==> src/rtl/occ_fifo_pkg.sv <==
// Package: shared types for the occupancy-flag FIFO.
// Assumes: nothing beyond a single clock domain.
package occ_fifo_pkg;

    // Status flags decoded from the occupancy count.
    typedef struct packed {
        logic empty;
        logic full;
        logic one;
        logic two;
    } occ_flags_t;

endpackage

==> src/rtl/occ_fifo_ctrl.sv <==
// Module: pointer and occupancy control.
// Decides which of the requested push and pop are accepted from the
// current count, then advances the pointers and the count.
// Assumes: DEPTH = 2**ADDR_W, and pointers wrap naturally at ADDR_W bits.
module occ_fifo_ctrl #(
    parameter int ADDR_W = 2,
    localparam int CNT_W = ADDR_W + 1
) (
    input  logic              clk,
    input  logic              rst_n,
    input  logic              wr_en,
    input  logic              rd_en,
    output logic              wr_ok,
    output logic              rd_ok,
    output logic [ADDR_W-1:0] wptr,
    output logic [ADDR_W-1:0] rptr,
    output logic [CNT_W-1:0]  count
);
    localparam logic [CNT_W-1:0] DEPTH_C = CNT_W'(1) << ADDR_W;

    // Purpose: accept requests using the count before this edge.
    always_comb begin
        rd_ok = rd_en && (count != '0);
        wr_ok = wr_en && (count != DEPTH_C);
    end

    // Purpose: advance pointers and count on accepted operations.
    always_ff @(posedge clk) begin
        if (!rst_n) begin
            wptr  <= '0;
            rptr  <= '0;
            count <= '0;
        end else begin
            if (wr_ok) wptr <= wptr + 1'b1;
            if (rd_ok) rptr <= rptr + 1'b1;
            case ({wr_ok, rd_ok})
                2'b10:   count <= count + 1'b1;
                2'b01:   count <= count - 1'b1;
                default: count <= count;
            endcase
        end
    end
endmodule

==> src/rtl/occ_fifo_mem.sv <==
// Module: word storage with a registered read port.
// Writes land at wptr. An accepted read copies the word at rptr into
// the output register, which otherwise holds its value.
// Assumes: wr_ok and rd_ok are already qualified by occupancy.
module occ_fifo_mem #(
    parameter int ADDR_W = 2,
    parameter int DATA_W = 8,
    localparam int DEPTH = 1 << ADDR_W
) (
    input  logic              clk,
    input  logic              rst_n,
    input  logic              wr_ok,
    input  logic [ADDR_W-1:0] wptr,
    input  logic [DATA_W-1:0] wr_data,
    input  logic              rd_ok,
    input  logic [ADDR_W-1:0] rptr,
    output logic [DATA_W-1:0] rd_data
);
    logic [DATA_W-1:0] store [DEPTH];

    // Purpose: one write-enabled register per entry.
    for (genvar g = 0; g < DEPTH; g++) begin : g_entry
        always_ff @(posedge clk) begin
            if (wr_ok && (wptr == ADDR_W'(g))) store[g] <= wr_data;
        end
    end

    // Purpose: registered read data, held when no read is accepted.
    always_ff @(posedge clk) begin
        if (!rst_n)     rd_data <= '0;
        else if (rd_ok) rd_data <= store[rptr];
    end
endmodule

==> src/rtl/occ_fifo_flags.sv <==
// Module: decodes the four status flags from the occupancy count.
// The decode is purely combinational.
// Assumes: count never exceeds 2**ADDR_W.
module occ_fifo_flags #(
    parameter int ADDR_W = 2,
    localparam int CNT_W = ADDR_W + 1
) (
    input  logic [CNT_W-1:0]         count,
    output occ_fifo_pkg::occ_flags_t flags
);
    localparam logic [CNT_W-1:0] DEPTH_C = CNT_W'(1) << ADDR_W;

    // Purpose: compare the count against the fixed thresholds.
    always_comb begin
        flags.empty = (count == '0);
        flags.full  = (count == DEPTH_C);
        flags.one   = (count >= CNT_W'(1));
        flags.two   = (count >= CNT_W'(2));
    end
endmodule

==> src/rtl/occ_fifo.sv <==
// Module: single-clock FIFO with empty, full, one-available and
// two-available flags.
// A push and a pop in the same cycle: at empty only the push is taken,
// at full only the pop, otherwise both are taken.
// Assumes: synchronous active-low reset, ADDR_W >= 1.
module occ_fifo #(
    parameter int ADDR_W = 2,
    parameter int DATA_W = 8
) (
    input  logic              clk,
    input  logic              rst_n,
    input  logic              wr_en,
    input  logic [DATA_W-1:0] wr_data,
    input  logic              rd_en,
    output logic [DATA_W-1:0] rd_data,
    output logic              empty,
    output logic              full,
    output logic              one_avail,
    output logic              two_avail
);
    localparam int CNT_W = ADDR_W + 1;

    logic              wr_ok, rd_ok;
    logic [ADDR_W-1:0] wptr, rptr;
    logic [CNT_W-1:0]  count;
    occ_fifo_pkg::occ_flags_t flags;

    occ_fifo_ctrl #(.ADDR_W(ADDR_W)) u_ctrl (
        .clk(clk), .rst_n(rst_n), .wr_en(wr_en), .rd_en(rd_en),
        .wr_ok(wr_ok), .rd_ok(rd_ok), .wptr(wptr), .rptr(rptr),
        .count(count)
    );

    occ_fifo_mem #(.ADDR_W(ADDR_W), .DATA_W(DATA_W)) u_mem (
        .clk(clk), .rst_n(rst_n), .wr_ok(wr_ok), .wptr(wptr),
        .wr_data(wr_data), .rd_ok(rd_ok), .rptr(rptr), .rd_data(rd_data)
    );

    occ_fifo_flags #(.ADDR_W(ADDR_W)) u_flags (
        .count(count), .flags(flags)
    );

    // Purpose: drive the status ports from the decoded flags.
    always_comb begin
        empty     = flags.empty;
        full      = flags.full;
        one_avail = flags.one;
        two_avail = flags.two;
    end
endmodule

==> config.mk <==
export PLATFORM = sky130hd
export DESIGN_NAME = occ_fifo
export DESIGN_NICKNAME = d
export VERILOG_FILES = /design/src/rtl/occ_fifo_pkg.sv /design/src/rtl/occ_fifo_ctrl.sv /design/src/rtl/occ_fifo_mem.sv /design/src/rtl/occ_fifo_flags.sv /design/src/rtl/occ_fifo.sv
export SDC_FILE = /design/constraint.sdc
export NUM_CORES = 1
export LEC_CHECK = 0
export BUFFER_PORTS_ARGS = -buffer_cell sky130_fd_sc_hd__buf_4
export CAP_MARGIN = 20
export CORE_MARGIN = 3
export CORE_UTILIZATION = 45
export CTS_BUF_LIST = sky130_fd_sc_hd__clkbuf_8
export CTS_CLUSTER_SIZE = 40
export DETAILED_ROUTE_END_ITERATION = 7
export PLACE_DENSITY_LB_ADDON = 0.1
export SYNTH_ARGS = -nofsm -noshare
export SYNTH_HDL_FRONTEND = slang
export SYNTH_SLANG_ARGS = --single-unit
==> constraint.sdc <==
create_clock -name clk -period 3.05 [get_ports clk]
set_input_delay 0.305 -clock clk [delete_from_list [all_inputs] [get_ports clk]]
set_output_delay 0.305 -clock clk [all_outputs]
set_load 0.005 [all_outputs]
==> impl_metrics.yaml, run 1 <==
power:
  finalPower_w: 0.001750
  sw_frac_of_total_pct: 27.31
  pwr_density_cell_nw_per_um2: 768.3
  seqPwrFrac_pct: 47.9
  clkPwrFrac_pct: 26.5
  pwr-share-comb_pct: 25.6
  cell_internal_pwr_w: 0.001272
  p_switching_w: 0.0004778
  irDropWorstVdd_v: 0.0003441
  leakagePower_nw: 0.8557
finish:
  layout-drive-gt1-share_pct: 23.33
  syn_to_final_growth_pct: 16.82
  final_cell_mix: "32 x edfxtp_1, 23 x buf_4, 15 x dfxtp_1, 10 x ha_1"
  fillCellCount: 336
  fin_nets: 171
  num_antenna_cells: 0
  final_common_cell: "edfxtp_1"
synth:
  ys_seq_area_share_pct: 64.70
  synthCells: 123
  yosys_most_used_dff: "edfxtp_1"
  synth_area_sq_um: 1949
  synth-edff-count: 32
  async_flop_share_pct: 0
  avgSynthCellArea_sq_um: 15.85
  synth_cell_types: 27
  yosysWarnings: 0
  ys_ff_latch: 47
  synth_fp_nets: 145
place:
  port_buffers: 23
  place.gp.congestion: 0.7446
  dp_hpwl_um: 2155
worst_setup_path:
  rr_startpoint: "u_ctrl.count[0]"
  start_kind: "register"
  cpMaxStageDelayCell: "a21boi_1"
  critPathMaxStageDelay_ns: 0.45
  cp_num_buf_inv: 2
  cp_data_arrival_time_ns: 2.48
  cp_cell_sequence: "inv_1 -> ha_1 -> a21boi_1 -> inv_1 -> ha_1 -> or3_1 -> a21oi_1"
  crit_path_start: "u_ctrl.count[0]"
  cp-end-kind: "register"
  critical_path_class: "register to register"
  crit_family: "adder cells"
  worstPathMaxFanout: 7
  required_ns: 3.28
routing:
  dr.first_iter.drc_count: 77
  wire_per_inst_um: 15.54
  drcViolationCount: 0
  num_vias: 1049
  routed_wirelength_um: 3108
  vias_per_cell: 5.245
  antenna_left: 0
  drtPass1Iterations: 4
floorplanning:
  fp.dieH_um: 71.82
  initial_core_util_pct: 47.70
  dieArea_sq_um: 5157
  core-area_sq_um: 4086
  io_pins: 24
  die_w_um: 71.82
  num_rows: 23
global_routing:
  antenna_found_initial: 0
  grt_use_total_pct: 13.25
  grt_max_degree: 15
  grt_pass1_vias: 1020
  overflow: 0
  grt_first_pass_wirelength_um: 5002
sta:
  post-route-period-util_pct: 73.61
  fin_skew_ns: 0.008106
  relSlewSlack_pct: 64.90
  hold_viol_final: 0
  fin_crit_ns: 2.245
  tns_ns: 0
  rsz0062_at_grt: "false"
  tightest_slew_ns: 0.5258
  setup_viol: 0
  max_freq_mhz: 445.4
  drv_slew: 0
flow_run:
  max_cap_violations: 0
clock_network:
  clock_path_buffers: 2
  clk_pin_slew_worst_paths_ns: 0.09
  cts_buffers: 5
  cts-root-buf: "clkbuf_8"
  cts_sinks: 47
  ctsHoldBuffers: 0
  post_cts_buffers: 0
  tritoncts: "built"
  clkLatencyLatePin_ns: 0.30
  cts-resized-gates: 0
  h-tree-depth: 2
run_status:
  status: "finished clean"
hold_path:
  hold_class: "input pin to register"
  hp-start: "wr_data[1]"
## layout make-up
| class | count | area [sq um] | area share, % |
|---|---|---|---|
| Inverter | 8 | 30.03 | 1.319 |
| Clock inverter | 2 | 35.03 | 1.538 |
| Timing Repair Buffer | 23 | 172.7 | 7.582 |
| Sequential cell | 47 | 1261 | 55.38 |
| Multi-Input combinational cell | 64 | 633.1 | 27.80 |
| Clock buffer | 6 | 82.58 | 3.626 |
| Tap cell | 50 | 62.56 | 2.747 |
## synth_stat cells, types with 2 or more instances
cell / n / area [sq um]
mux4_1: 8 / 210.2
o21ai_0: 2 / 10.01
nor2_1: 4 / 15.01
ha_1: 10 / 125.1
dfxtp_1: 15 / 300.3
xor2_1: 2 / 17.52
and2_1: 5 / 31.28
edfxtp_1: 32 / 960.9
a21oi_1: 3 / 15.01
nand2_1: 8 / 30.03
o2bb2ai_1: 8 / 70.07
buf_2: 2 / 10.01
mux2i_1: 2 / 20.02
or4_1: 2 / 15.01
or3_1: 2 / 12.51
inv_1: 7 / 26.28
## worst register-to-register path: cells and delay by family, from the launching register on
family | cells | cell delay [ns]
AO/OA/AOI/OAI | 2 | 0.59
adder cells (fa/ha/maj) | 2 | 0.60
buffers and inverters | 2 | 0.20
flip-flops | 1 | 0.43
AND/OR/NAND/NOR | 1 | 0.36
## per-stage QoR
stage               instance area [sq um]  setup WS, ns  instances  utilization, %  hold WS (ns)
floorplan                            1949         1.020        123               -        0.4039
global placement                     2160        0.9540        192           52.85        0.4492
detailed placement                   2160        0.8359        192           52.85        0.4580
CTS                                  2277        0.7803        200           55.73        0.1907
global route                         2277        0.5617        200           55.73        0.1840
finish                               2277        0.8048        200           55.73        0.2033
## flip-flops by register name (all words and copies together) (netlist names)
register / count
u_mem.store: 32
u_mem.rd_data: 8
u_ctrl.count: 3
u_ctrl.rptr: 2
u_ctrl.wptr: 2
## path summary, 6_finish.rpt
kind / end / slack [ns] / cells past startpoint
max: u_ctrl.count[2] / 0.80 / 7
min: u_mem.store[3][1] / 0.20 / 1
max reg2reg: u_ctrl.count[2] / 0.80 / 7
min reg2reg: u_mem.rd_data[6] / 0.47 / 2
## metal layers
layer / GRT usage (%) / routed length, um
met5: 0 / 0
met4: 4.384 / 43
met3: 4.909 / 173
met2: 21.22 / 1559
met1: 16.67 / 1331
## power groups by stage
stage,Clock (W),Sequential [W],Combinational (W)
2_1_floorplan,0,0.000826,0.000311
3_3_place_gp,0,0.000849,0.000443
3_5_place_dp,0,0.000855,0.000452
4_1_cts,0.000482,0.000840,0.000457
5_1_grt,0.000502,0.000848,0.000509
6_report,0.000464,0.000838,0.000448
## cells by family after synthesis
family | Yosys count | synth area share (%)
adder cells (fa/ha/maj) | 10 | 6.418
XOR/XNOR | 3 | 1.348
buffers and inverters | 12 | 2.824
AND/OR/NAND/NOR | 25 | 6.868
flip-flops | 47 | 64.70
multiplexers | 10 | 11.81
AO/OA/AOI/OAI | 16 | 6.034
No activity file was read; power rests on OpenSTA's default activity.
==> run 2: changes to the inputs <==
- clock period: 3.05 -> 1.9 ns (I/O delays scaled with it)
==> impl_metrics.yaml, run 2 (synthesis results as in run 1) <==
power:
  seqPwrFrac_pct: 46.7
  leakagePower_nw: 0.8881
  finalPower_w: 0.002898
  sw_frac_of_total_pct: 28.18
  cell_internal_pwr_w: 0.002082
  p_switching_w: 0.0008168
  clkPwrFrac_pct: 24.2
  pwr-share-comb_pct: 29.1
  pwr_density_cell_nw_per_um2: 1236
  irDropWorstVdd_v: 0.0005888
finish:
  top_register: "u_mem.store"
  largest_register_ffs: 32
  num_antenna_cells: 0
  layout-drive-gt1-share_pct: 29.30
  final_common_cell: "edfxtp_1"
  postLayoutCoreUtil_pct: 57.38
  final_cell_mix: "32 x edfxtp_1, 30 x buf_4, 14 x dfxtp_1, 9 x ha_1"
  syn_to_final_growth_pct: 20.28
  biggestRegsByFlops: "u_mem.store: 32 flops, u_mem.rd_data: 8 flops, u_ctrl.count: 3 flops"
  final_cell_area_sq_um: 2345
  fin_nets: 178
global_routing:
  grt_max_degree: 15
  antenna_found_initial: 0
  grt_pass1_vias: 1087
  overflow: 0
  grt_use_total_pct: 13.70
  grt_first_pass_wirelength_um: 5188
clock_network:
  cts-root-buf: "clkbuf_8"
  clkLatencyLatePin_ns: 0.29
  clk_pin_slew_worst_paths_ns: 0.08
  post_cts_buffers: 0
  cts_sinks: 47
  ctsHoldBuffers: 0
  clock_path_buffers: 2
  cts_buffers: 5
  cts-resized-gates: 0
  tritoncts: "built"
  h-tree-depth: 2
routing:
  dr.first_iter.drc_count: 45
  drtPass1Iterations: 4
  num_vias: 1088
  routed_wirelength_um: 3305
  antenna_left: 0
  wire_per_inst_um: 15.97
  drcViolationCount: 0
  vias_per_cell: 5.256
worst_setup_path:
  cp-end-kind: "register"
  critPathMaxStageDelay_ns: 0.38
  start_kind: "register"
  regToRegSetupSlack_ns: 0.07
  cp_data_arrival_time_ns: 2.06
  cp_num_buf_inv: 1
  cpMaxStageDelayCell: "dfxtp_2"
  critical_path_class: "register to register"
  worstPathMaxFanout: 5
  cp_cell_sequence: "inv_1 -> ha_1 -> nor2b_2 -> nor2_4 -> ha_4 -> or3_1 -> a21oi_1"
  crit_family: "simple AND/OR/NAND/NOR gates"
  required_ns: 2.13
place:
  place.gp.congestion: 0.7620
  port_buffers: 23
  dpl_cell_area_sq_um: 2235
  dp_hpwl_um: 2381
  place_ws_ns: 0.08110
run_status:
  status: "finished clean"
floorplanning:
  num_rows: 23
  fp.dieH_um: 71.82
  initial_core_util_pct: 47.70
  dieArea_sq_um: 5157
  core-area_sq_um: 4086
  die_w_um: 71.82
  io_pins: 24
sta:
  max_freq_mhz: 545.3
  drv_slew: 0
  tns_ns: 0
  fin_skew_ns: 0.005725
  tightest_slew_ns: 0.5712
  fin_ws_ns: 0.06609
  hold_viol_final: 0
  setup_viol: 0
  fin_crit_ns: 1.834
  post-route-period-util_pct: 96.52
  relSlewSlack_pct: 61.87
hold_path:
  hold_class: "input pin to register"
flow_run:
  max_cap_violations: 0
==> run 2: worst reg2reg max path: cells and delay by family (launching register included) <==
| kind | cells | cell delay, ns |
|---|---|---|
| AOI/OAI and AO/OA | 1 | 0.14 |
| adders and majority gates | 2 | 0.48 |
| buffers and inverters | 1 | 0.09 |
| DFF | 1 | 0.38 |
| and+or+nand+nor | 3 | 0.68 |
==> run 2: path summary, 6_finish.rpt <==
| check | startpoint | depth (start not counted) | to |
|---|---|---|---|
| worst min register to register | u_mem.rd_data[4] | 2 | u_mem.rd_data[4] |
| worst min-delay path | wr_data[5] | 1 | u_mem.store[2][5] |
| worst max-delay path | u_ctrl.count[0] | 7 | u_ctrl.count[2] |
| worst max register to register | u_ctrl.count[0] | 7 | u_ctrl.count[2] |
==> run 2: per-stage QoR <==
step	hold slack [ns]	std cells
after floorplan	0.2889	123
after global placement	0.3877	199
after detailed placement	0.3942	199
after CTS	0.08552	207
after global routing	0.08244	207
final	0.09550	207
==> run 2: metal layers <==
layer	up-vias	global-route usage (%)	routed length, um
met4	0	5.010	30
met5	-	0	0
met2	29	22.96	1645
met1	524	17.16	1460
li1	529	-	-
met3	6	3.506	168
==> run 2: area by class of cell <==
| class | count | area (sq um) |
|---|---|---|
| repair buffers | 30 | 225.2 |
| fillers | 333 | 1742 |
| clock buffers | 5 | 68.82 |
| inverters | 8 | 30.03 |
| clock inverters | 3 | 38.79 |
| well taps | 50 | 62.56 |
| multi-input cells | 64 | 656.9 |
| flip-flops and latches | 47 | 1262 |
==> run 2: power groups by stage <==
stage | registers, W | clock network (W) | logic (W)
finish | 0.00135 | 0.000700 | 0.000845
global route | 0.00138 | 0.000764 | 0.000938
CTS | 0.00135 | 0.000717 | 0.000848
detailed placement | 0.00138 | 0 | 0.000846
global placement | 0.00137 | 0 | 0.000808
floorplan | 0.00133 | 0 | 0.000536
